===== src/rtl/fbp_pkg.sv =====
package fbp_pkg;
   typedef enum logic [2:0] {
      ST_IDLE, ST_COUNT, ST_LOAD, ST_CONFIRM, ST_BUSY
   } fbp_state_e;

   typedef enum logic [1:0] {
      RM_ARRAY = 2'd0, RM_STATUS = 2'd1, RM_SIGN = 2'd2, RM_QUERY = 2'd3
   } fbp_rmode_e;

   localparam logic [7:0] CMD_SETUP   = 8'hE8;
   localparam logic [7:0] CMD_CONFIRM = 8'hD0;
   localparam logic [7:0] CMD_CLEAR   = 8'h50;
   localparam logic [7:0] CMD_ARRAY   = 8'hFF;
   localparam logic [7:0] CMD_STATUS  = 8'h70;
   localparam logic [7:0] CMD_SIGN    = 8'h90;
   localparam logic [7:0] CMD_QUERY   = 8'h98;
   localparam logic [7:0] CMD_SUSPEND = 8'hB0;

   localparam int SR_READY = 7;
   localparam int SR_SEQ   = 4;
   localparam int SR_PROT  = 1;
endpackage


===== src/rtl/fbp_addr_window.sv =====
module fbp_addr_window #(
   parameter int ADDR_W    = 23,
   parameter int BLK_SHIFT = 16,
   parameter int CNT_W     = 5
) (
   input  logic [ADDR_W-1:0]           addr,
   input  logic [ADDR_W-BLK_SHIFT-1:0] blk_ref,
   input  logic [ADDR_W-1:0]           start,
   input  logic [CNT_W-1:0]            limit,
   output logic                        blk_ok,
   output logic                        in_win,
   output logic [CNT_W-1:0]            offset
);
   logic [ADDR_W-1:0] diff;

   always_comb begin
      blk_ok = (addr[ADDR_W-1:BLK_SHIFT] == blk_ref);
      diff   = addr - start;
      in_win = (addr >= start) && (diff <= ADDR_W'(limit));
      offset = diff[CNT_W-1:0];
   end
endmodule


===== src/rtl/fbp_wbuf.sv =====
module fbp_wbuf #(
   parameter int DEPTH  = 32,
   parameter int DATA_W = 16,
   parameter int IDX_W  = $clog2(DEPTH)
) (
   input  logic              clk,
   input  logic              we,
   input  logic [IDX_W-1:0]  widx,
   input  logic [DATA_W-1:0] wdata,
   input  logic [IDX_W-1:0]  ridx,
   output logic [DATA_W-1:0] rdata
);
   logic [DATA_W-1:0] mem [DEPTH];

   always_ff @(posedge clk) begin
      if (we) mem[widx] <= wdata;
   end

   assign rdata = mem[ridx];
endmodule


===== src/rtl/fbp_busy_timer.sv =====
module fbp_busy_timer #(
   parameter int CYCLES = 64
) (
   input  logic clk,
   input  logic rst_n,
   input  logic load,
   input  logic run,
   output logic done
);
   localparam int TW = (CYCLES > 1) ? $clog2(CYCLES) : 1;

   generate
      if (CYCLES == 1) begin : g_single
         assign done = run;
      end else begin : g_count
         logic [TW-1:0] cnt_q;
         always_ff @(posedge clk or negedge rst_n) begin
            if (!rst_n)                    cnt_q <= '0;
            else if (load)                 cnt_q <= TW'(CYCLES - 1);
            else if (run && cnt_q != '0)   cnt_q <= cnt_q - 1'b1;
         end
         assign done = run && (cnt_q == '0);
      end
   endgenerate
endmodule


===== src/rtl/flash_bufprog_seq.sv =====
module flash_bufprog_seq
   import fbp_pkg::*;
#(
   parameter int ADDR_W      = 23,
   parameter int DATA_W      = 16,
   parameter int BUF_DEPTH   = 32,
   parameter int BLK_SHIFT   = 16,
   parameter int PROG_CYCLES = 64,
   localparam int CNT_W      = $clog2(BUF_DEPTH),
   localparam int BLK_W      = ADDR_W - BLK_SHIFT,
   localparam int NUM_BLK    = 1 << BLK_W
) (
   input  logic              clk,
   input  logic              rst_n,
   input  logic              wr_en,
   input  logic [ADDR_W-1:0] wr_addr,
   input  logic [DATA_W-1:0] wr_data,
   input  logic [NUM_BLK-1:0] prot_mask,
   input  logic [CNT_W-1:0]  buf_rd_idx,
   output logic [DATA_W-1:0] buf_rd_data,
   output logic [7:0]        status,
   output logic [1:0]        rd_mode,
   output logic              prog_start,
   output logic [ADDR_W-1:0] prog_addr,
   output logic [CNT_W-1:0]  prog_count
);
   generate
      if (BUF_DEPTH < 2 || (1 << CNT_W) != BUF_DEPTH) begin : g_bad_depth
         $error("BUF_DEPTH must be a power of two of at least 2");
      end
      if (BLK_SHIFT < CNT_W || BLK_SHIFT >= ADDR_W) begin : g_bad_blk
         $error("BLK_SHIFT must cover the buffer and leave block bits");
      end
      if (DATA_W < 8 || BUF_DEPTH > (1 << DATA_W)) begin : g_bad_data
         $error("DATA_W must hold a command byte and the count");
      end
      if (PROG_CYCLES < 1) begin : g_bad_cyc
         $error("PROG_CYCLES must be at least 1");
      end
   endgenerate

   fbp_state_e        state_q;
   fbp_rmode_e        mode_q;
   logic [BLK_W-1:0]  blk_q;
   logic [ADDR_W-1:0] start_q;
   logic [CNT_W-1:0]  n_q, idx_q;
   logic              err_seq_q, err_prot_q, start_q_pulse;

   logic [7:0]        cmd;
   logic              blk_ok, in_win, first, load_ok, conf_ok, go_prog, t_done;
   logic [CNT_W-1:0]  offset, widx;

   assign cmd     = wr_data[7:0];
   assign first   = (idx_q == '0);
   assign load_ok = blk_ok && (first || in_win);
   assign conf_ok = (cmd == CMD_CONFIRM) && blk_ok;
   assign go_prog = (state_q == ST_CONFIRM) && wr_en && conf_ok && !prot_mask[blk_q];
   assign widx    = first ? '0 : offset;

   fbp_addr_window #(.ADDR_W(ADDR_W), .BLK_SHIFT(BLK_SHIFT), .CNT_W(CNT_W)) u_win (
      .addr(wr_addr), .blk_ref(blk_q), .start(start_q), .limit(n_q),
      .blk_ok(blk_ok), .in_win(in_win), .offset(offset)
   );

   fbp_wbuf #(.DEPTH(BUF_DEPTH), .DATA_W(DATA_W), .IDX_W(CNT_W)) u_buf (
      .clk(clk), .we(wr_en && state_q == ST_LOAD && load_ok), .widx(widx),
      .wdata(wr_data), .ridx(buf_rd_idx), .rdata(buf_rd_data)
   );

   fbp_busy_timer #(.CYCLES(PROG_CYCLES)) u_tmr (
      .clk(clk), .rst_n(rst_n), .load(go_prog), .run(state_q == ST_BUSY), .done(t_done)
   );

   // read-mode commands shared by the idle and busy phases
   function automatic fbp_rmode_e next_mode(input logic [7:0] c, input fbp_rmode_e cur);
      case (c)
         CMD_ARRAY:  return RM_ARRAY;
         CMD_STATUS: return RM_STATUS;
         CMD_SIGN:   return RM_SIGN;
         CMD_QUERY:  return RM_QUERY;
         default:    return cur;
      endcase
   endfunction

   always_ff @(posedge clk or negedge rst_n) begin
      if (!rst_n) begin
         state_q       <= ST_IDLE;
         mode_q        <= RM_ARRAY;
         blk_q         <= '0;
         start_q       <= '0;
         n_q           <= '0;
         idx_q         <= '0;
         err_seq_q     <= 1'b0;
         err_prot_q    <= 1'b0;
         start_q_pulse <= 1'b0;
      end else begin
         start_q_pulse <= 1'b0;
         case (state_q)
            ST_IDLE: if (wr_en) begin
               if (cmd == CMD_SETUP) begin
                  blk_q   <= wr_addr[ADDR_W-1:BLK_SHIFT];
                  mode_q  <= RM_STATUS;
                  state_q <= ST_COUNT;
               end else if (cmd == CMD_CLEAR) begin
                  err_seq_q  <= 1'b0;
                  err_prot_q <= 1'b0;
               end else begin
                  mode_q <= next_mode(cmd, mode_q);
               end
            end
            ST_COUNT: if (wr_en) begin
               if (!blk_ok || 32'(wr_data) >= BUF_DEPTH) begin
                  err_seq_q <= 1'b1;
                  state_q   <= ST_IDLE;
               end else begin
                  n_q     <= wr_data[CNT_W-1:0];
                  idx_q   <= '0;
                  state_q <= ST_LOAD;
               end
            end
            ST_LOAD: if (wr_en) begin
               if (!load_ok) begin
                  err_seq_q <= 1'b1;
                  state_q   <= ST_IDLE;
               end else begin
                  if (first) start_q <= wr_addr;
                  if (idx_q == n_q) state_q <= ST_CONFIRM;
                  else              idx_q   <= idx_q + 1'b1;
               end
            end
            ST_CONFIRM: if (wr_en) begin
               if (!conf_ok) begin
                  err_seq_q <= 1'b1;
                  state_q   <= ST_IDLE;
               end else if (prot_mask[blk_q]) begin
                  err_prot_q <= 1'b1;
                  state_q    <= ST_IDLE;
               end else begin
                  start_q_pulse <= 1'b1;
                  state_q       <= ST_BUSY;
               end
            end
            ST_BUSY: begin
               if (wr_en) begin
                  if (cmd == CMD_SUSPEND) mode_q <= RM_STATUS;
                  else                    mode_q <= next_mode(cmd, mode_q);
               end
               if (t_done) state_q <= ST_IDLE;
            end
            default: state_q <= ST_IDLE;
         endcase
      end
   end

   always_comb begin
      status           = 8'h00;
      status[SR_READY] = (state_q != ST_BUSY);
      status[SR_SEQ]   = err_seq_q;
      status[SR_PROT]  = err_prot_q;
   end

   assign rd_mode    = mode_q;
   assign prog_start = start_q_pulse;
   assign prog_addr  = start_q;
   assign prog_count = n_q;
endmodule


===== config.mk =====
export PLATFORM = sky130hd
export DESIGN_NAME = flash_bufprog_seq
export DESIGN_NICKNAME = d
export VERILOG_FILES = /design/src/rtl/fbp_pkg.sv /design/src/rtl/fbp_addr_window.sv /design/src/rtl/fbp_wbuf.sv /design/src/rtl/fbp_busy_timer.sv /design/src/rtl/flash_bufprog_seq.sv
export SDC_FILE = /design/constraint.sdc
export NUM_CORES = 1
export LEC_CHECK = 0
export ABC_CLOCK_PERIOD_IN_PS = 11000
export BUFFER_PORTS_ARGS = -buffer_cell sky130_fd_sc_hd__buf_2
export CAP_MARGIN = 30
export CORE_ASPECT_RATIO = 1.5
export CORE_MARGIN = 2
export CORE_UTILIZATION = 45
export DETAILED_ROUTE_END_ITERATION = 12
export PLACE_DENSITY = 0.62
export RECOVER_POWER = 50
export SLEW_MARGIN = 10
export SYNTH_ARGS = -nofsm -noshare
export SYNTH_HDL_FRONTEND = slang
export SYNTH_HIERARCHICAL = 1
export SYNTH_SLANG_ARGS = --single-unit

===== constraint.sdc =====
create_clock -name clk -period 11 [get_ports clk]
set_input_delay 1.65 -clock clk [delete_from_list [all_inputs] [get_ports clk]]
set_output_delay 1.65 -clock clk [all_outputs]
set_load 0.005 [all_outputs]

After elaboration in Yosys (flattened, before gate mapping)
Memories as Yosys holds them, arrays and structs flattened. Cells that the tools add are included.

Equal/unequal tests: 34. Order comparisons: 4. Bitwise operators: 1. Mux-type cells: 50. Add/sub/neg operators: 3. Reduce and logical (&&, ||, !) cells: 31.

Operators with widths (number): 8-bit equality test, second input constant (6); 2-bit != test, second input constant (16); 3-bit 2-to-1 mux (10); 5-bit 2-to-1 mux (6); 23-bit greater-or-equal comparator (1); 23-bit by 5-bit <= comparator with 1-bit output (1); 23-bit subtractor (1); 1-bit 2-to-1 mux (19); 8-bit by 7-bit equality test with 1-bit output, second input constant (2); 16-bit by 6-bit greater-or-equal comparator with 1-bit output, second input constant (1); 3-bit one-hot mux with 5 select lines (1); 7-bit AND reduction (2); 2-bit 2-to-1 mux (6); 6-bit 2-to-1 mux (2); 1-bit logical AND (10); 5-bit one-hot mux with 2 select lines (1); 10-bit AND reduction (1); 7-bit by 8-bit < comparator with 1-bit output, second input constant (1); 2-bit one-hot mux with 4 select lines (1); 4-bit AND reduction (2); 2-bit nonzero test (4); 1-bit binary-select mux with 7-bit select (1); 7-bit equality test (1); 3-bit by 2-bit equality test with 1-bit output, second input constant (2); other kinds (21) (25).

Output and inout port bits: 55. Bits in registers: 54. Input bits: 175. RAM bits: 512. Word-level logic and storage cells: 134. Memories: 1.

Memories: u_buf.mem (words 32, bits a word 16, read ports 1, clocked after Yosys merged registers in 0, write ports 1, RTL line fbp_wbuf.sv:13) `logic [DATA_W-1:0] mem [DEPTH];`.

Depth between registers and ports, before layout
Gate-level depths: netlist (run 1).

Depth in word-level cells: 8. Gate-level depth with buffers: 19. Depth with buffers taken out: 19.

Hierarchy
The synthesis (run 1) kept the hierarchy.

Modules (own cells, without submodules): fbp_wbuf (area each 20214.4 um^2, sequential area each 15374.7 um^2, cells each 1127, instances 1); flash_bufprog_seq (area each 3442.1 um^2, sequential area each 1201.2 um^2, cells each 306, instances 1); fbp_addr_window (area each 1710.4 um^2, sequential area each 0.0 um^2, cells each 250, instances 1); fbp_busy_timer (area each 404.1 um^2, sequential area each 150.1 um^2, cells each 41, instances 1).

Worst setup path after synthesis (run 1)
No wires, ideal clock.

Path type: input port to flip-flop. Start point: in wr_addr[0]. End point: mem u_buf.mem[12][0] (enable). Required time: 10612 ps. Cell stages on the path: 17. Path slack: 4844 ps. Library setup time: 388 ps. Arrival time: 5768 ps. Buffers on the path: 1. Cell sequence: inv_1 ha_1 inv_1 fa_1 a211oi_2 nor2_2 o21a_2 a21boi_2 o21ai_1 xor2_1 or4b_1 nor4_2 o211ai_2 nor2_1 or3b_2 clkbuf_1 nor2_1.

Longest elaborated chain between the ends: 8. Elaborated cells between the ends (all ways): 10. Those cells by class: 1 x add/sub; 2 x order compare; 3 x mux; 4 x reduce/logical.

Ends and longest elaborated chain: from (decl) (RTL line flash_bufprog_seq.sv:16) `input logic [ADDR_W-1:0] wr_addr,`; 23-bit subtractor (RTL line fbp_addr_window.sv:18) `diff = addr - start;`; 23-bit by 5-bit <= comparator with 1-bit output (RTL line fbp_addr_window.sv:19) `in_win = (addr >= start) && (diff <= ADDR_W'(limit));`; 1-bit logical AND * (RTL line fbp_addr_window.sv:19); net in_win (RTL line flash_bufprog_seq.sv:50) `logic blk_ok, in_win, first, load_ok, conf_ok, go_prog, t_done;`; 1-bit logical OR * (RTL line flash_bufprog_seq.sv:55) `assign load_ok = blk_ok && (first || in_win);`; 1-bit logical AND * (RTL line flash_bufprog_seq.sv:55); 1-bit logical AND * (RTL line flash_bufprog_seq.sv:66) `.clk(clk), .we(wr_en && state_q == ST_LOAD && load_ok), .widx(widx),`; 1-bit 2-to-1 mux * (RTL line fbp_wbuf.sv:16) `if (we) mem[widx] <= wdata;`; 1-bit 2-to-1 mux (implied by the code) * (RTL line fbp_wbuf.sv:16); to (decl) (RTL line fbp_wbuf.sv:13).

The timed path passes the listed nets; every way through them passes the cells marked *.

Worst setup path after layout (run 1)
Start point: in wr_addr[0]. End point: mem u_buf.mem[0][10] (enable).

Same word-level chain as after synthesis.

==> results of run 1 <==
-- cell families after synthesis --
family | after synthesis
xor gates and xnor gates | 18
AOI/OAI and AO/OA | 269
buffers and inverters | 144
DFF | 566
muxes | 346
other | 1
and+or+nand+nor | 347
adders and majority gates | 33
-- flip-flops by register name, indices dropped and copies added (netlist names) --
signal / cells
u_buf/mem: 512
state_q: 3
idx_q: 5
prog_count: 5
prog_addr: 23
u_tmr/g_count.cnt_q: 6
blk_q: 7
prog_start: 1
err_prot_q: 1
rd_mode: 2
err_seq_q: 1
-- routing by layer --
layer / global-route usage / wire (µm) / up-vias
met5: 0 / 0 / -
met4: 0.0690 / 2010 / 0
met3: 0.0351 / 3500 / 116
met2: 0.427 / 36400 / 541
met1: 0.251 / 24400 / 8082
li1: - / - / 7198
-- layout make-up --
cell class	count	area [µm²]	area share
diodes	2	5.00	0.000171
clock buffers	64	1370	0.0466
clock inverters	33	384	0.0131
repair buffers	279	1540	0.0526
inverters	44	165	0.00563
flip-flops and latches	566	16700	0.570
well taps	763	955	0.0326
multi-input cells	1018	8180	0.279
-- cells in the final DEF, fill, tap and decap left out, types with 39 or more instances in the layout --
cell / netlist / routed
sky130_fd_sc_hd__a21oi_1: 53 / 53
sky130_fd_sc_hd__a22o_1: 39 / 39
sky130_fd_sc_hd__a22oi_1: 65 / 65
sky130_fd_sc_hd__buf_2: 33 / 199
sky130_fd_sc_hd__buf_4: 30 / 42
sky130_fd_sc_hd__clkbuf_1: 19 / 44
sky130_fd_sc_hd__clkbuf_16: 0 / 53
sky130_fd_sc_hd__dfrtp_1: 54 / 53
sky130_fd_sc_hd__edfxtp_1: 512 / 512
sky130_fd_sc_hd__inv_1: 44 / 44
sky130_fd_sc_hd__mux2_2: 47 / 47
sky130_fd_sc_hd__mux2i_1: 275 / 275
sky130_fd_sc_hd__nand2_1: 78 / 78
sky130_fd_sc_hd__nand3_1: 47 / 47
sky130_fd_sc_hd__nor2_1: 71 / 71
-- worst register-to-register path, stage by stage, from the launching register on --
cell	delay (ns)
sky130_fd_sc_hd__dfrtp_1	0.37
sky130_fd_sc_hd__ha_1	0.20
sky130_fd_sc_hd__inv_1	0.06
sky130_fd_sc_hd__fa_1	0.43
sky130_fd_sc_hd__a211oi_2	0.24
sky130_fd_sc_hd__nor2_2	0.09
sky130_fd_sc_hd__o21a_2	0.27
sky130_fd_sc_hd__a21boi_2	0.31
sky130_fd_sc_hd__o21ai_1	0.13
sky130_fd_sc_hd__xor2_1	0.14
sky130_fd_sc_hd__or4b_1	0.49
sky130_fd_sc_hd__nor4_2	0.34
sky130_fd_sc_hd__o211ai_2	0.19
sky130_fd_sc_hd__nor2_1	0.38
sky130_fd_sc_hd__or3b_2	0.60
sky130_fd_sc_hd__nor2_1	0.64
sky130_fd_sc_hd__buf_4	0.33
-- power groups by stage --
stage               clock (mW)  combinational, mW  sequential (mW)
finish                    1.87              0.331             2.36
global route              1.98              0.359             2.36
CTS                       1.91              0.337             2.35
detailed placement           0              0.336             2.40
global placement             0              0.331             2.40
floorplan                    0              0.197             2.40
-- worst paths after layout --
kind | from | endpoint | cells past startpoint
min in group asynchronous | rst_n | prog_addr[13] | 2
min reg2reg | err_prot_q | err_prot_q | 1
max | wr_addr[0] | u_buf/mem[0][10] | 18
max in group asynchronous | rst_n | blk_q[2] | 2
min | err_prot_q | err_prot_q | 1
max reg2reg | prog_addr[0] | u_buf/mem[0][10] | 16
-- per-stage QoR --
step / hold WS (ns) / utilization / instances
after floorplan: 0.467 / - / 1728
after global placement: 0.485 / 0.485 / 2666
after detailed placement: 0.490 / 0.487 / 2670
after CTS: 0.507 / 0.518 / 2767
after global routing: 0.518 / 0.517 / 2768
final: 0.501 / 0.517 / 2769
==> impl_metrics.xml, run 1 <==
<?xml version="1.0" encoding="UTF-8"?>
<metrics>
  <group name="run_status">
    <metric name="status" unit="">complete, but fails checks</metric>
    <metric name="failed_checks" unit="">max-capacitance violations, max-slew violations</metric>
  </group>
  <group name="placement">
    <metric name="dpl-instance-area" unit="µm²">27600</metric>
    <metric name="gp_routability_congestion" unit="">0.862</metric>
    <metric name="detailedPlace.worstSlack" unit="ns">4.10</metric>
    <metric name="detailedPlacementHpwl" unit="mm">43.6</metric>
    <metric name="place.port_buffers" unit="">224</metric>
  </group>
  <group name="timing">
    <metric name="clock.fmax" unit="MHz">158</metric>
    <metric name="number_of_failing_hold_endpoints_at_the_final_stage" unit="">0</metric>
    <metric name="timing.final.crit_share" unit="">0.576</metric>
    <metric name="timing_worst_slew_pin_value" unit="ns">3.07</metric>
    <metric name="grt_setup_unrepaired" unit="">no</metric>
    <metric name="slew_viol_final" unit="">599</metric>
    <metric name="worst_path_setup_slack_after_routing" unit="ns">4.66</metric>
    <metric name="timing.final.crit_period" unit="ns">6.34</metric>
    <metric name="sum_of_negative_setup_slack" unit="ns">0</metric>
    <metric name="max_slew_margin" unit="">-1.05</metric>
    <metric name="timing.final.setup_violations" unit="">0</metric>
    <metric name="worst_clock_skew_on_the_final_layout" unit="ns">0.0151</metric>
  </group>
  <group name="floorplan">
    <metric name="pin_count" unit="">230</metric>
    <metric name="initial_core_util" unit="">0.454</metric>
    <metric name="die_y" unit="µm">297</metric>
    <metric name="die_w" unit="µm">199</metric>
    <metric name="std_cell_rows" unit="">107</metric>
    <metric name="die-area" unit="µm²">59200</metric>
    <metric name="core_region_area" unit="µm²">56800</metric>
  </group>
  <group name="logic_synthesis">
    <metric name="synth_seq_area_share" unit="">0.649</metric>
    <metric name="mappedNetlistArea" unit="µm²">25800</metric>
    <metric name="proportion_of_netlist_area_held_by_the_largest_area_contributor" unit="">0.597</metric>
    <metric name="top_post_synthesis_cells_by_count" unit="">sky130_fd_sc_hd__edfxtp_1 (512), sky130_fd_sc_hd__mux2i_1 (275), sky130_fd_sc_hd__nand2_1 (78), sky130_fd_sc_hd__nor2_1 (71), sky130_fd_sc_hd__a22oi_1 (65)</metric>
    <metric name="post_synth_xor_area_fraction" unit="">0.00612</metric>
    <metric name="synth_simple_gate_area_share" unit="">0.0708</metric>
    <metric name="synthMuxAreaShare" unit="">0.148</metric>
    <metric name="synth-edff-count" unit="">512</metric>
    <metric name="synth.top_cells.by_area" unit="">sky130_fd_sc_hd__edfxtp_1 (60%), sky130_fd_sc_hd__mux2i_1 (11%), sky130_fd_sc_hd__dfrtp_1 (5.2%), sky130_fd_sc_hd__mux4_2 (2.1%), sky130_fd_sc_hd__mux2_2 (2.1%)</metric>
    <metric name="synth_most_common_cell" unit="">sky130_fd_sc_hd__edfxtp_1</metric>
    <metric name="synth_top_family_by_area" unit="">multiplexers</metric>
    <metric name="synth_flop_cell" unit="">sky130_fd_sc_hd__edfxtp_1</metric>
    <metric name="ys_ff_latch" unit="">566</metric>
    <metric name="share_of_flip_flops_with_an_asynchronous_set_or_reset" unit="">0.0954</metric>
    <metric name="yosys_warnings" unit="">6</metric>
    <metric name="synthesized_area_fraction_occupied_by_adder_cells" unit="">0.0163</metric>
    <metric name="synth.avg_cell_area" unit="µm²">14.9</metric>
    <metric name="synth_compound_area_frac" unit="">0.0745</metric>
    <metric name="yosys.cell_types.count" unit="">82</metric>
    <metric name="post_synth_inst_count" unit="">1724</metric>
    <metric name="synth_top_area_cell" unit="">sky130_fd_sc_hd__edfxtp_1</metric>
  </group>
  <group name="setup_path">
    <metric name="end_kind" unit="">flop</metric>
    <metric name="reg2reg_slack" unit="ns">5.49</metric>
    <metric name="crit_path_cell_trace" unit="">buf_2, inv_1, ha_1, inv_1, fa_1, a211oi_2, nor2_2, o21a_2, a21boi_2, o21ai_1, xor2_1, or4b_1, nor4_2, o211ai_2, nor2_1, or3b_2, nor2_1, buf_4</metric>
    <metric name="max_stage_delay" unit="ns">0.64</metric>
    <metric name="critPathArrivalTime" unit="ns">6.63</metric>
    <metric name="crit_buf_inv" unit="">4</metric>
    <metric name="timing.critical_path.max_delay_family" unit="">simple AND/OR/NAND/NOR gates</metric>
    <metric name="required" unit="ns">11.29</metric>
    <metric name="worst-setup-path-type" unit="">primary input to flop</metric>
    <metric name="crit_slowest_cell" unit="">sky130_fd_sc_hd__nor2_1</metric>
    <metric name="kind_of_start_point_of_the_critical_path" unit="">primary input</metric>
    <metric name="maximum_fanout_count_along_the_critical_path" unit="">10</metric>
  </group>
  <group name="clocking">
    <metric name="cts_tree" unit="">yes</metric>
    <metric name="cts_setup_buffers" unit="">0</metric>
    <metric name="cts_buffer_depth" unit="">3</metric>
    <metric name="cts_buffers" unit="">52</metric>
    <metric name="insertion_delay" unit="ns">0.61</metric>
    <metric name="clk_pin_slew_worst_paths" unit="ns">0.06</metric>
    <metric name="cts_repair_resize_count" unit="">0</metric>
    <metric name="cts.sinks" unit="">566</metric>
    <metric name="number_of_h_tree_branching_levels" unit="">2</metric>
    <metric name="clockRootBuffer" unit="">sky130_fd_sc_hd__clkbuf_16</metric>
    <metric name="cts.hold.buffers_added" unit="">0</metric>
  </group>
  <group name="power_and_ir_drop">
    <metric name="sw_share" unit="">0.220</metric>
    <metric name="power.net_switching" unit="mW">1.00</metric>
    <metric name="powerDensity" unit="nW/µm²">155</metric>
    <metric name="power_frac_seq" unit="">0.518</metric>
    <metric name="fin_total_pwr" unit="mW">4.55</metric>
    <metric name="vdd_ir_drop_max" unit="V">0.000113</metric>
    <metric name="combinationalPowerShare" unit="">0.073</metric>
    <metric name="intPower" unit="mW">3.55</metric>
    <metric name="clock_power_share" unit="">0.410</metric>
    <metric name="total_leakage_power" unit="nW">10.8</metric>
  </group>
  <group name="detailed_routing">
    <metric name="vias" unit="">15900</metric>
    <metric name="drt_first_pass_iters" unit="">5</metric>
    <metric name="post_drt_wl_per_cell" unit="µm">24.0</metric>
    <metric name="drc" unit="">0</metric>
    <metric name="wl" unit="mm">66.3</metric>
    <metric name="vias_per_cell" unit="">5.76</metric>
    <metric name="drtIter0Drc" unit="">969</metric>
    <metric name="antenna_left" unit="">0</metric>
  </group>
  <group name="finish">
    <metric name="final_layout_size_suffix_gt1_frac" unit="">0.210</metric>
    <metric name="nets" unit="">2169</metric>
    <metric name="areaGrowthSynthToFinish" unit="%">13.8</metric>
    <metric name="num-fill-cells" unit="">4886</metric>
    <metric name="final_area" unit="µm²">29300</metric>
  </group>
  <group name="grt">
    <metric name="first_global_vias" unit="">16500</metric>
    <metric name="largest_net_degree_at_the_start_of_global_routing" unit="">68</metric>
    <metric name="global_route.usage.total" unit="">0.223</metric>
    <metric name="globalRoute.totalOverflow" unit="">0</metric>
    <metric name="antenna_violations_before_repair" unit="">2</metric>
    <metric name="grt_first_pass_wirelength" unit="mm">99.2</metric>
  </group>
  <group name="flow_run">
    <metric name="cap_violations" unit="">17</metric>
  </group>
  <group name="worst_hold_path">
    <metric name="worstHoldPathType" unit="">flop to flop</metric>
  </group>
</metrics>
Power figures use the tool's default switching activity.
==> run 2: changes to the inputs <==
--- a/config.mk
+++ b/config.mk
@@ -5,14 +5,15 @@
 export SDC_FILE = /design/constraint.sdc
 export NUM_CORES = 1
 export LEC_CHECK = 0
-export ABC_CLOCK_PERIOD_IN_PS = 11000
+export ABC_AREA = 1
+export ABC_CLOCK_PERIOD_IN_PS = 5600
 export BUFFER_PORTS_ARGS = -buffer_cell sky130_fd_sc_hd__buf_2
 export CAP_MARGIN = 30
 export CORE_ASPECT_RATIO = 1.5
 export CORE_MARGIN = 2
 export CORE_UTILIZATION = 45
 export DETAILED_ROUTE_END_ITERATION = 12
-export PLACE_DENSITY = 0.62
+export PLACE_DENSITY = 0.64
 export RECOVER_POWER = 50
 export SLEW_MARGIN = 10
 export SYNTH_ARGS = -nofsm -noshare
==> constraint.sdc (replaced) <==
create_clock -name clk -period 5.6 [get_ports clk]
set_input_delay 0.84 -clock clk [delete_from_list [all_inputs] [get_ports clk]]
set_output_delay 0.84 -clock clk [all_outputs]
set_load 0.005 [all_outputs]
==> impl_metrics.xml, run 2 <==
<?xml version="1.0" encoding="UTF-8"?>
<metrics>
  <group name="detailed_routing">
    <metric name="dr_wl_met2" unit="mm">43.2</metric>
    <metric name="wl" unit="mm">81.6</metric>
    <metric name="drtIter0Drc" unit="">1597</metric>
    <metric name="drt_first_pass_iters" unit="">6</metric>
    <metric name="post_drt_wl_per_cell" unit="µm">21.3</metric>
    <metric name="vias_per_cell" unit="">5.45</metric>
    <metric name="antenna_left" unit="">0</metric>
    <metric name="met3WireLength" unit="mm">4.91</metric>
    <metric name="wl_met1" unit="mm">29.3</metric>
    <metric name="top_layer_used" unit="">met5</metric>
    <metric name="drc" unit="">0</metric>
    <metric name="vias" unit="">20900</metric>
  </group>
  <group name="logic_synthesis">
    <metric name="ys_ff_latch" unit="">566</metric>
    <metric name="synth_seq_area_share" unit="">0.616</metric>
    <metric name="synth_top_area_cell" unit="">sky130_fd_sc_hd__edfxtp_1</metric>
    <metric name="mappedNetlistArea" unit="µm²">27200</metric>
    <metric name="post_synth_inst_count" unit="">2787</metric>
    <metric name="synth.avg_cell_area" unit="µm²">9.75</metric>
    <metric name="synth.top_cells.by_area" unit="">sky130_fd_sc_hd__edfxtp_1 (57%), sky130_fd_sc_hd__nand2_1 (15%), sky130_fd_sc_hd__nand3_1 (10%), sky130_fd_sc_hd__dfrtp_1 (5.0%), sky130_fd_sc_hd__inv_1 (2.2%)</metric>
    <metric name="synth-edff-count" unit="">512</metric>
    <metric name="share_of_flip_flops_with_an_asynchronous_set_or_reset" unit="">0.0954</metric>
    <metric name="synth_most_common_cell" unit="">sky130_fd_sc_hd__nand2_1</metric>
    <metric name="synth_flop_cell" unit="">sky130_fd_sc_hd__edfxtp_1</metric>
    <metric name="yosys.cell_types.count" unit="">51</metric>
    <metric name="proportion_of_netlist_area_held_by_the_largest_area_contributor" unit="">0.566</metric>
    <metric name="top_post_synthesis_cells_by_count" unit="">sky130_fd_sc_hd__nand2_1 (1068), sky130_fd_sc_hd__nand3_1 (561), sky130_fd_sc_hd__edfxtp_1 (512), sky130_fd_sc_hd__inv_1 (158), sky130_fd_sc_hd__nor2_1 (86)</metric>
    <metric name="yosys_warnings" unit="">6</metric>
  </group>
  <group name="timing">
    <metric name="timing.final.setup_violations" unit="">0</metric>
    <metric name="worst_clock_skew_on_the_final_layout" unit="ns">0.0317</metric>
    <metric name="timing.final.crit_share" unit="">0.759</metric>
    <metric name="slew_viol_final" unit="">595</metric>
    <metric name="sum_of_negative_setup_slack" unit="ns">0</metric>
    <metric name="grt_setup_unrepaired" unit="">no</metric>
    <metric name="timing.final.crit_period" unit="ns">4.25</metric>
    <metric name="max_slew_margin" unit="">-1.02</metric>
    <metric name="number_of_failing_hold_endpoints_at_the_final_stage" unit="">0</metric>
    <metric name="timing_worst_slew_pin_value" unit="ns">3.03</metric>
    <metric name="clock.fmax" unit="MHz">235</metric>
    <metric name="fin_hold_ws" unit="ns">0.467</metric>
    <metric name="worst_path_setup_slack_after_routing" unit="ns">1.35</metric>
  </group>
  <group name="power_and_ir_drop">
    <metric name="fin_total_pwr" unit="mW">9.29</metric>
    <metric name="total_leakage_power" unit="nW">12.7</metric>
    <metric name="vdd_ir_drop_max" unit="V">0.000242</metric>
    <metric name="powerDensity" unit="nW/µm²">302</metric>
  </group>
  <group name="finish">
    <metric name="final_area" unit="µm²">30700</metric>
    <metric name="post_route_insts_no_fill" unit="">3830</metric>
    <metric name="number_of_flip_flops_in_the_largest_register" unit="">512</metric>
    <metric name="areaGrowthSynthToFinish" unit="%">13.1</metric>
    <metric name="antenna-diode-count" unit="">0</metric>
    <metric name="regMostFlops" unit="">u_buf/mem</metric>
    <metric name="utilization" unit="">0.513</metric>
    <metric name="most_frequent_standard_cell_in_the_layout_excluding_fill_and_tap_cells" unit="">sky130_fd_sc_hd__nand2_1</metric>
    <metric name="final_layout_size_suffix_gt1_frac" unit="">0.134</metric>
    <metric name="nets" unit="">3211</metric>
    <metric name="mostFrequentLayoutCells" unit="">sky130_fd_sc_hd__nand2_1 (1068), sky130_fd_sc_hd__nand3_1 (561), sky130_fd_sc_hd__edfxtp_1 (512)</metric>
  </group>
  <group name="setup_path">
    <metric name="worst-setup-path-type" unit="">flop to flop</metric>
    <metric name="regToRegStartpoint" unit="">prog_addr[0]</metric>
    <metric name="timing.critical_path.mode_cell" unit="">sky130_fd_sc_hd__nand2_1</metric>
    <metric name="setup.worst_path.end" unit="">u_buf/mem[16][15]</metric>
    <metric name="required" unit="ns">5.89</metric>
    <metric name="maximum_fanout_count_along_the_critical_path" unit="">16</metric>
    <metric name="reg2reg_slack" unit="ns">1.35</metric>
    <metric name="max_stage_delay" unit="ns">0.44</metric>
    <metric name="end_kind" unit="">flop</metric>
    <metric name="kind_of_start_point_of_the_critical_path" unit="">flop</metric>
    <metric name="critPathArrivalTime" unit="ns">4.54</metric>
    <metric name="startpoint" unit="">prog_addr[0]</metric>
    <metric name="timing.rr.end" unit="">u_buf/mem[16][15]</metric>
    <metric name="crit_slowest_cell" unit="">sky130_fd_sc_hd__fa_1</metric>
    <metric name="reg2regPathDepth" unit="">25</metric>
    <metric name="timing.critical_path.max_delay_family" unit="">simple AND/OR/NAND/NOR gates</metric>
    <metric name="crit_buf_inv" unit="">4</metric>
    <metric name="critical_path_cell_count" unit="">25</metric>
  </group>
  <group name="clocking">
    <metric name="number_of_h_tree_branching_levels" unit="">2</metric>
    <metric name="clk_pin_slew_worst_paths" unit="ns">0.07</metric>
    <metric name="insertion_delay" unit="ns">0.63</metric>
    <metric name="cts_repair_resize_count" unit="">0</metric>
    <metric name="cts.hold.buffers_added" unit="">0</metric>
    <metric name="cts.sinks" unit="">566</metric>
    <metric name="cts_tree" unit="">yes</metric>
    <metric name="clockRootBuffer" unit="">sky130_fd_sc_hd__clkbuf_16</metric>
    <metric name="cts_buffers" unit="">54</metric>
    <metric name="cts_setup_buffers" unit="">0</metric>
    <metric name="cts_buffer_depth" unit="">3</metric>
  </group>
  <group name="run_status">
    <metric name="failed_checks" unit="">max-capacitance violations, max-slew violations</metric>
    <metric name="status" unit="">complete, but fails checks</metric>
  </group>
  <group name="grt">
    <metric name="first_global_vias" unit="">20600</metric>
    <metric name="global_route.usage.total" unit="">0.259</metric>
    <metric name="globalRoute.totalOverflow" unit="">0</metric>
    <metric name="antenna_violations_before_repair" unit="">3</metric>
    <metric name="grt_first_pass_wirelength" unit="mm">121</metric>
    <metric name="largest_net_degree_at_the_start_of_global_routing" unit="">253</metric>
  </group>
  <group name="placement">
    <metric name="gp_routability_congestion" unit="">0.952</metric>
    <metric name="placed_cells_incl_taps" unit="">3729</metric>
    <metric name="place.port_buffers" unit="">224</metric>
    <metric name="detailedPlacementHpwl" unit="mm">54.4</metric>
    <metric name="detailedPlace.worstSlack" unit="ns">0.793</metric>
    <metric name="dpl-instance-area" unit="µm²">28900</metric>
  </group>
  <group name="floorplan">
    <metric name="pin_count" unit="">230</metric>
    <metric name="die_w" unit="µm">205</metric>
    <metric name="std_cell_rows" unit="">110</metric>
    <metric name="die_y" unit="µm">305</metric>
    <metric name="initial_core_util" unit="">0.454</metric>
    <metric name="core_region_area" unit="µm²">59900</metric>
    <metric name="die-area" unit="µm²">62400</metric>
  </group>
  <group name="worst_hold_path">
    <metric name="worstHoldPathType" unit="">primary input to flop</metric>
  </group>
  <group name="flow_run">
    <metric name="cap_violations" unit="">17</metric>
  </group>
</metrics>
run 2: cell types whose count changed in the layout (fill, tap and decap cells not counted), moves of 39 or more:
cell	change
sky130_fd_sc_hd__a22o_1	-39
sky130_fd_sc_hd__a22oi_1	-65
sky130_fd_sc_hd__inv_1	+113
sky130_fd_sc_hd__mux2_2	-47
sky130_fd_sc_hd__mux2i_1	-275
sky130_fd_sc_hd__nand2_1	+990
sky130_fd_sc_hd__nand3_1	+514
run 2: final cells by class:
cell class / count / area (µm²)
sequential: 566 / 16700
fill: 5476 / 29100
multi-input combinational: 1915 / 8810
clock buffer: 58 / 1380
inverter: 166 / 631
timing repair buffer: 300 / 1670
clock inverter: 41 / 523
tap: 784 / 981
run 2: worst min-delay path by stage:
stage | slack [ns] | from | endpoint | cells past startpoint
after detailed placement | 0.47 | rd_mode[0] | rd_mode[0] | 2
final | 0.47 | wr_addr[6] | prog_addr[6] | 2
after floorplan | 0.45 | u_tmr/g_count.cnt_q[0] | u_tmr/g_count.cnt_q[0] | 2
after global placement | 0.46 | u_tmr/g_count.cnt_q[0] | u_tmr/g_count.cnt_q[0] | 2
after CTS | 0.36 | rst_n | prog_addr[12] | 2
after global routing | 0.46 | wr_addr[6] | prog_addr[6] | 2
run 2: layer usage:
metal | GRT usage | vias to the layer above
met5 | 0 | -
met4 | 0.120 | 2
met3 | 0.0330 | 196
met2 | 0.480 | 956
met1 | 0.292 | 9902
li1 | - | 9810
run 2: kinds of logic after synthesis:
kind of cell,after synthesis,share of synthesized area
buffers and inverters,310,0.0604
AND/OR/NAND/NOR,1780,0.280
XOR/XNOR,16,0.00516
multiplexers,17,0.00926
flip-flops,566,0.616
AO/OA/AOI/OAI,64,0.0138
adder cells (fa/ha/maj),33,0.0155
other,1,0.000138
run 2: power breakdown:
| group | internal (mW) | switching [mW] | total (mW) |
|---|---|---|---|
| logic | 0.214 | 0.556 | 0.770 |
| registers | 4.61 | 0.00143 | 4.61 |
| clock network | 2.26 | 1.64 | 3.90 |
| total | 7.09 | 2.20 | 9.29 |
==> run 3: changes to the inputs <==
--- a/config.mk
+++ b/config.mk
@@ -5,15 +5,15 @@
 export SDC_FILE = /design/constraint.sdc
 export NUM_CORES = 1
 export LEC_CHECK = 0
-export ABC_AREA = 1
-export ABC_CLOCK_PERIOD_IN_PS = 5600
+export ABC_AREA = 0
+export ABC_CLOCK_PERIOD_IN_PS = 4400
 export BUFFER_PORTS_ARGS = -buffer_cell sky130_fd_sc_hd__buf_2
 export CAP_MARGIN = 30
 export CORE_ASPECT_RATIO = 1.5
 export CORE_MARGIN = 2
 export CORE_UTILIZATION = 45
 export DETAILED_ROUTE_END_ITERATION = 12
-export PLACE_DENSITY = 0.64
+export PLACE_DENSITY = 0.62
 export RECOVER_POWER = 50
 export SLEW_MARGIN = 10
 export SYNTH_ARGS = -nofsm -noshare
==> constraint.sdc (replaced) <==
create_clock -name clk -period 4.4 [get_ports clk]
set_input_delay 0.66 -clock clk [delete_from_list [all_inputs] [get_ports clk]]
set_output_delay 0.66 -clock clk [all_outputs]
set_load 0.005 [all_outputs]
==> impl_metrics.xml, run 3 (same netlist as run 1, synthesis figures left out) <==
<?xml version="1.0" encoding="UTF-8"?>
<metrics>
  <group name="floorplan">
    <metric name="die_y" unit="µm">297</metric>
    <metric name="die-area" unit="µm²">59200</metric>
    <metric name="die_w" unit="µm">199</metric>
    <metric name="pin_count" unit="">230</metric>
    <metric name="initial_core_util" unit="">0.454</metric>
    <metric name="std_cell_rows" unit="">107</metric>
    <metric name="core_region_area" unit="µm²">56800</metric>
  </group>
  <group name="finish">
    <metric name="nets" unit="">2284</metric>
    <metric name="num-fill-cells" unit="">4754</metric>
    <metric name="mostFrequentLayoutCells" unit="">sky130_fd_sc_hd__edfxtp_1 (512), sky130_fd_sc_hd__mux2i_1 (275), sky130_fd_sc_hd__buf_2 (191)</metric>
    <metric name="final_layout_size_suffix_gt1_frac" unit="">0.275</metric>
    <metric name="utilization" unit="">0.546</metric>
    <metric name="multi_input_comb_area" unit="µm²">8390</metric>
    <metric name="most_frequent_standard_cell_in_the_layout_excluding_fill_and_tap_cells" unit="">sky130_fd_sc_hd__edfxtp_1</metric>
    <metric name="final_area" unit="µm²">31000</metric>
    <metric name="regMostFlops" unit="">u_buf/mem</metric>
    <metric name="sequential_standard_cell_area" unit="µm²">16700</metric>
    <metric name="number_of_flip_flops_in_the_largest_register" unit="">512</metric>
    <metric name="areaGrowthSynthToFinish" unit="%">20.2</metric>
    <metric name="post_route_insts_no_fill" unit="">2884</metric>
  </group>
  <group name="timing">
    <metric name="timing_worst_slew_pin_value" unit="ns">2.39</metric>
    <metric name="worst_path_setup_slack_after_routing" unit="ns">0.184</metric>
    <metric name="number_of_failing_hold_endpoints_at_the_final_stage" unit="">0</metric>
    <metric name="fin_hold_ws" unit="ns">0.298</metric>
    <metric name="timing.final.crit_share" unit="">0.958</metric>
    <metric name="timing.final.crit_period" unit="ns">4.22</metric>
    <metric name="slew_viol_final" unit="">524</metric>
    <metric name="max_slew_margin" unit="">-0.595</metric>
    <metric name="timing.final.setup_violations" unit="">0</metric>
    <metric name="sum_of_negative_setup_slack" unit="ns">0</metric>
    <metric name="clock.fmax" unit="MHz">237</metric>
    <metric name="grt_setup_unrepaired" unit="">no</metric>
    <metric name="worst_clock_skew_on_the_final_layout" unit="ns">0.0374</metric>
  </group>
  <group name="detailed_routing">
    <metric name="drc" unit="">0</metric>
    <metric name="drtIter0Drc" unit="">962</metric>
    <metric name="wl_met1" unit="mm">26.0</metric>
    <metric name="drt_first_pass_iters" unit="">5</metric>
    <metric name="wl" unit="mm">69.5</metric>
    <metric name="met3WireLength" unit="mm">3.22</metric>
    <metric name="vias" unit="">16200</metric>
    <metric name="top_layer_used" unit="">met5</metric>
    <metric name="dr_wl_met2" unit="mm">37.4</metric>
    <metric name="antenna_left" unit="">0</metric>
    <metric name="post_drt_wl_per_cell" unit="µm">24.1</metric>
    <metric name="vias_per_cell" unit="">5.62</metric>
  </group>
  <group name="clocking">
    <metric name="clockRootBuffer" unit="">sky130_fd_sc_hd__clkbuf_16</metric>
    <metric name="number_of_h_tree_branching_levels" unit="">2</metric>
    <metric name="clk_pin_slew_worst_paths" unit="ns">0.07</metric>
    <metric name="cts_buffers" unit="">52</metric>
    <metric name="cts_buffer_depth" unit="">3</metric>
    <metric name="cts_tree" unit="">yes</metric>
    <metric name="insertion_delay" unit="ns">0.63</metric>
    <metric name="cts.sinks" unit="">566</metric>
  </group>
  <group name="placement">
    <metric name="gp_routability_congestion" unit="">0.939</metric>
    <metric name="detailedPlace.worstSlack" unit="ns">-0.297</metric>
    <metric name="placed_cells_incl_taps" unit="">2777</metric>
    <metric name="dpl-instance-area" unit="µm²">29000</metric>
    <metric name="place.port_buffers" unit="">224</metric>
    <metric name="detailedPlacementHpwl" unit="mm">48.7</metric>
  </group>
  <group name="setup_path">
    <metric name="end_kind" unit="">flop</metric>
    <metric name="critPathArrivalTime" unit="ns">4.53</metric>
    <metric name="required" unit="ns">4.71</metric>
    <metric name="worst-setup-path-type" unit="">flop to flop</metric>
    <metric name="maximum_fanout_count_along_the_critical_path" unit="">16</metric>
    <metric name="kind_of_start_point_of_the_critical_path" unit="">flop</metric>
  </group>
  <group name="power_and_ir_drop">
    <metric name="vdd_ir_drop_max" unit="V">0.000326</metric>
    <metric name="fin_total_pwr" unit="mW">11.7</metric>
    <metric name="total_leakage_power" unit="nW">11.5</metric>
    <metric name="powerDensity" unit="nW/µm²">379</metric>
  </group>
  <group name="flow_run">
    <metric name="cap_violations" unit="">15</metric>
  </group>
  <group name="grt">
    <metric name="global_route.usage.total" unit="">0.236</metric>
    <metric name="first_global_vias" unit="">16900</metric>
    <metric name="antenna_violations_before_repair" unit="">2</metric>
    <metric name="globalRoute.totalOverflow" unit="">0</metric>
    <metric name="largest_net_degree_at_the_start_of_global_routing" unit="">51</metric>
    <metric name="grt_first_pass_wirelength" unit="mm">104</metric>
  </group>
  <group name="worst_hold_path">
    <metric name="worstHoldPathType" unit="">primary input to flop</metric>
  </group>
  <group name="run_status">
    <metric name="status" unit="">complete, but fails checks</metric>
    <metric name="failed_checks" unit="">max-capacitance violations, max-slew violations</metric>
  </group>
</metrics>
-- run 3: repair_timing --
action	CTS	global route
hold endpoints to repair	12	0
gates resized for setup	0	15
hold buffers	1	0
endpoints found under the setup margin	0	516
buffers inserted	0	6
-- run 3: worst paths after layout --
kind	startpoint	endpoint	cells past startpoint	slack (ns)
setup / recovery	prog_addr[10]	u_buf/mem[24][6]	16	0.18
hold / removal	wr_addr[0]	prog_addr[0]	2	0.30
setup reg to reg	prog_addr[10]	u_buf/mem[24][6]	16	0.18
hold reg to reg	rd_mode[0]	rd_mode[0]	1	0.51
max in group asynchronous	rst_n	blk_q[2]	3	0.87
min in group asynchronous	rst_n	prog_addr[13]	2	0.65
-- run 3: final cells by class --
type	instances	area share
sequential	566	0.540
multi-input combinational	1018	0.271
timing repair buffer	394	0.0918
clock buffer	64	0.0451
tap	763	0.0308
clock inverter	34	0.0158
inverter	44	0.00533
antenna	1	0.0000808
-- run 3: where the power goes --
part	switching (mW)	internal, mW	total, mW
Sequential	0.0135	5.88	5.89
Combinational	0.569	0.373	0.942
Clock	2.07	2.82	4.89
Total	2.65	9.07	11.7
-- run 3: worst max-delay path, cell delays in order, from the launching register on --
cell and delay [ns]:
sky130_fd_sc_hd__dfrtp_1 0.37, sky130_fd_sc_hd__inv_1 0.05, sky130_fd_sc_hd__ha_1 0.35, sky130_fd_sc_hd__buf_4 0.19, sky130_fd_sc_hd__and4_1 0.21, sky130_fd_sc_hd__a211oi_1 0.42, sky130_fd_sc_hd__a31oi_4 0.17, sky130_fd_sc_hd__nor2_2 0.14
sky130_fd_sc_hd__nor3_1 0.07, sky130_fd_sc_hd__or4b_1 0.53, sky130_fd_sc_hd__nor4_2 0.26, sky130_fd_sc_hd__o211ai_2 0.13, sky130_fd_sc_hd__nor2_2 0.12, sky130_fd_sc_hd__or3b_4 0.46, sky130_fd_sc_hd__buf_4 0.20, sky130_fd_sc_hd__nor2_4 0.10
sky130_fd_sc_hd__buf_12 0.16
-- run 3: routing by layer --
layer / up-vias / GRT usage
met2: 517 / 0.439
met3: 127 / 0.0344
met5: - / 0
met1: 8124 / 0.272
li1: 7441 / -
met4: 2 / 0.0875
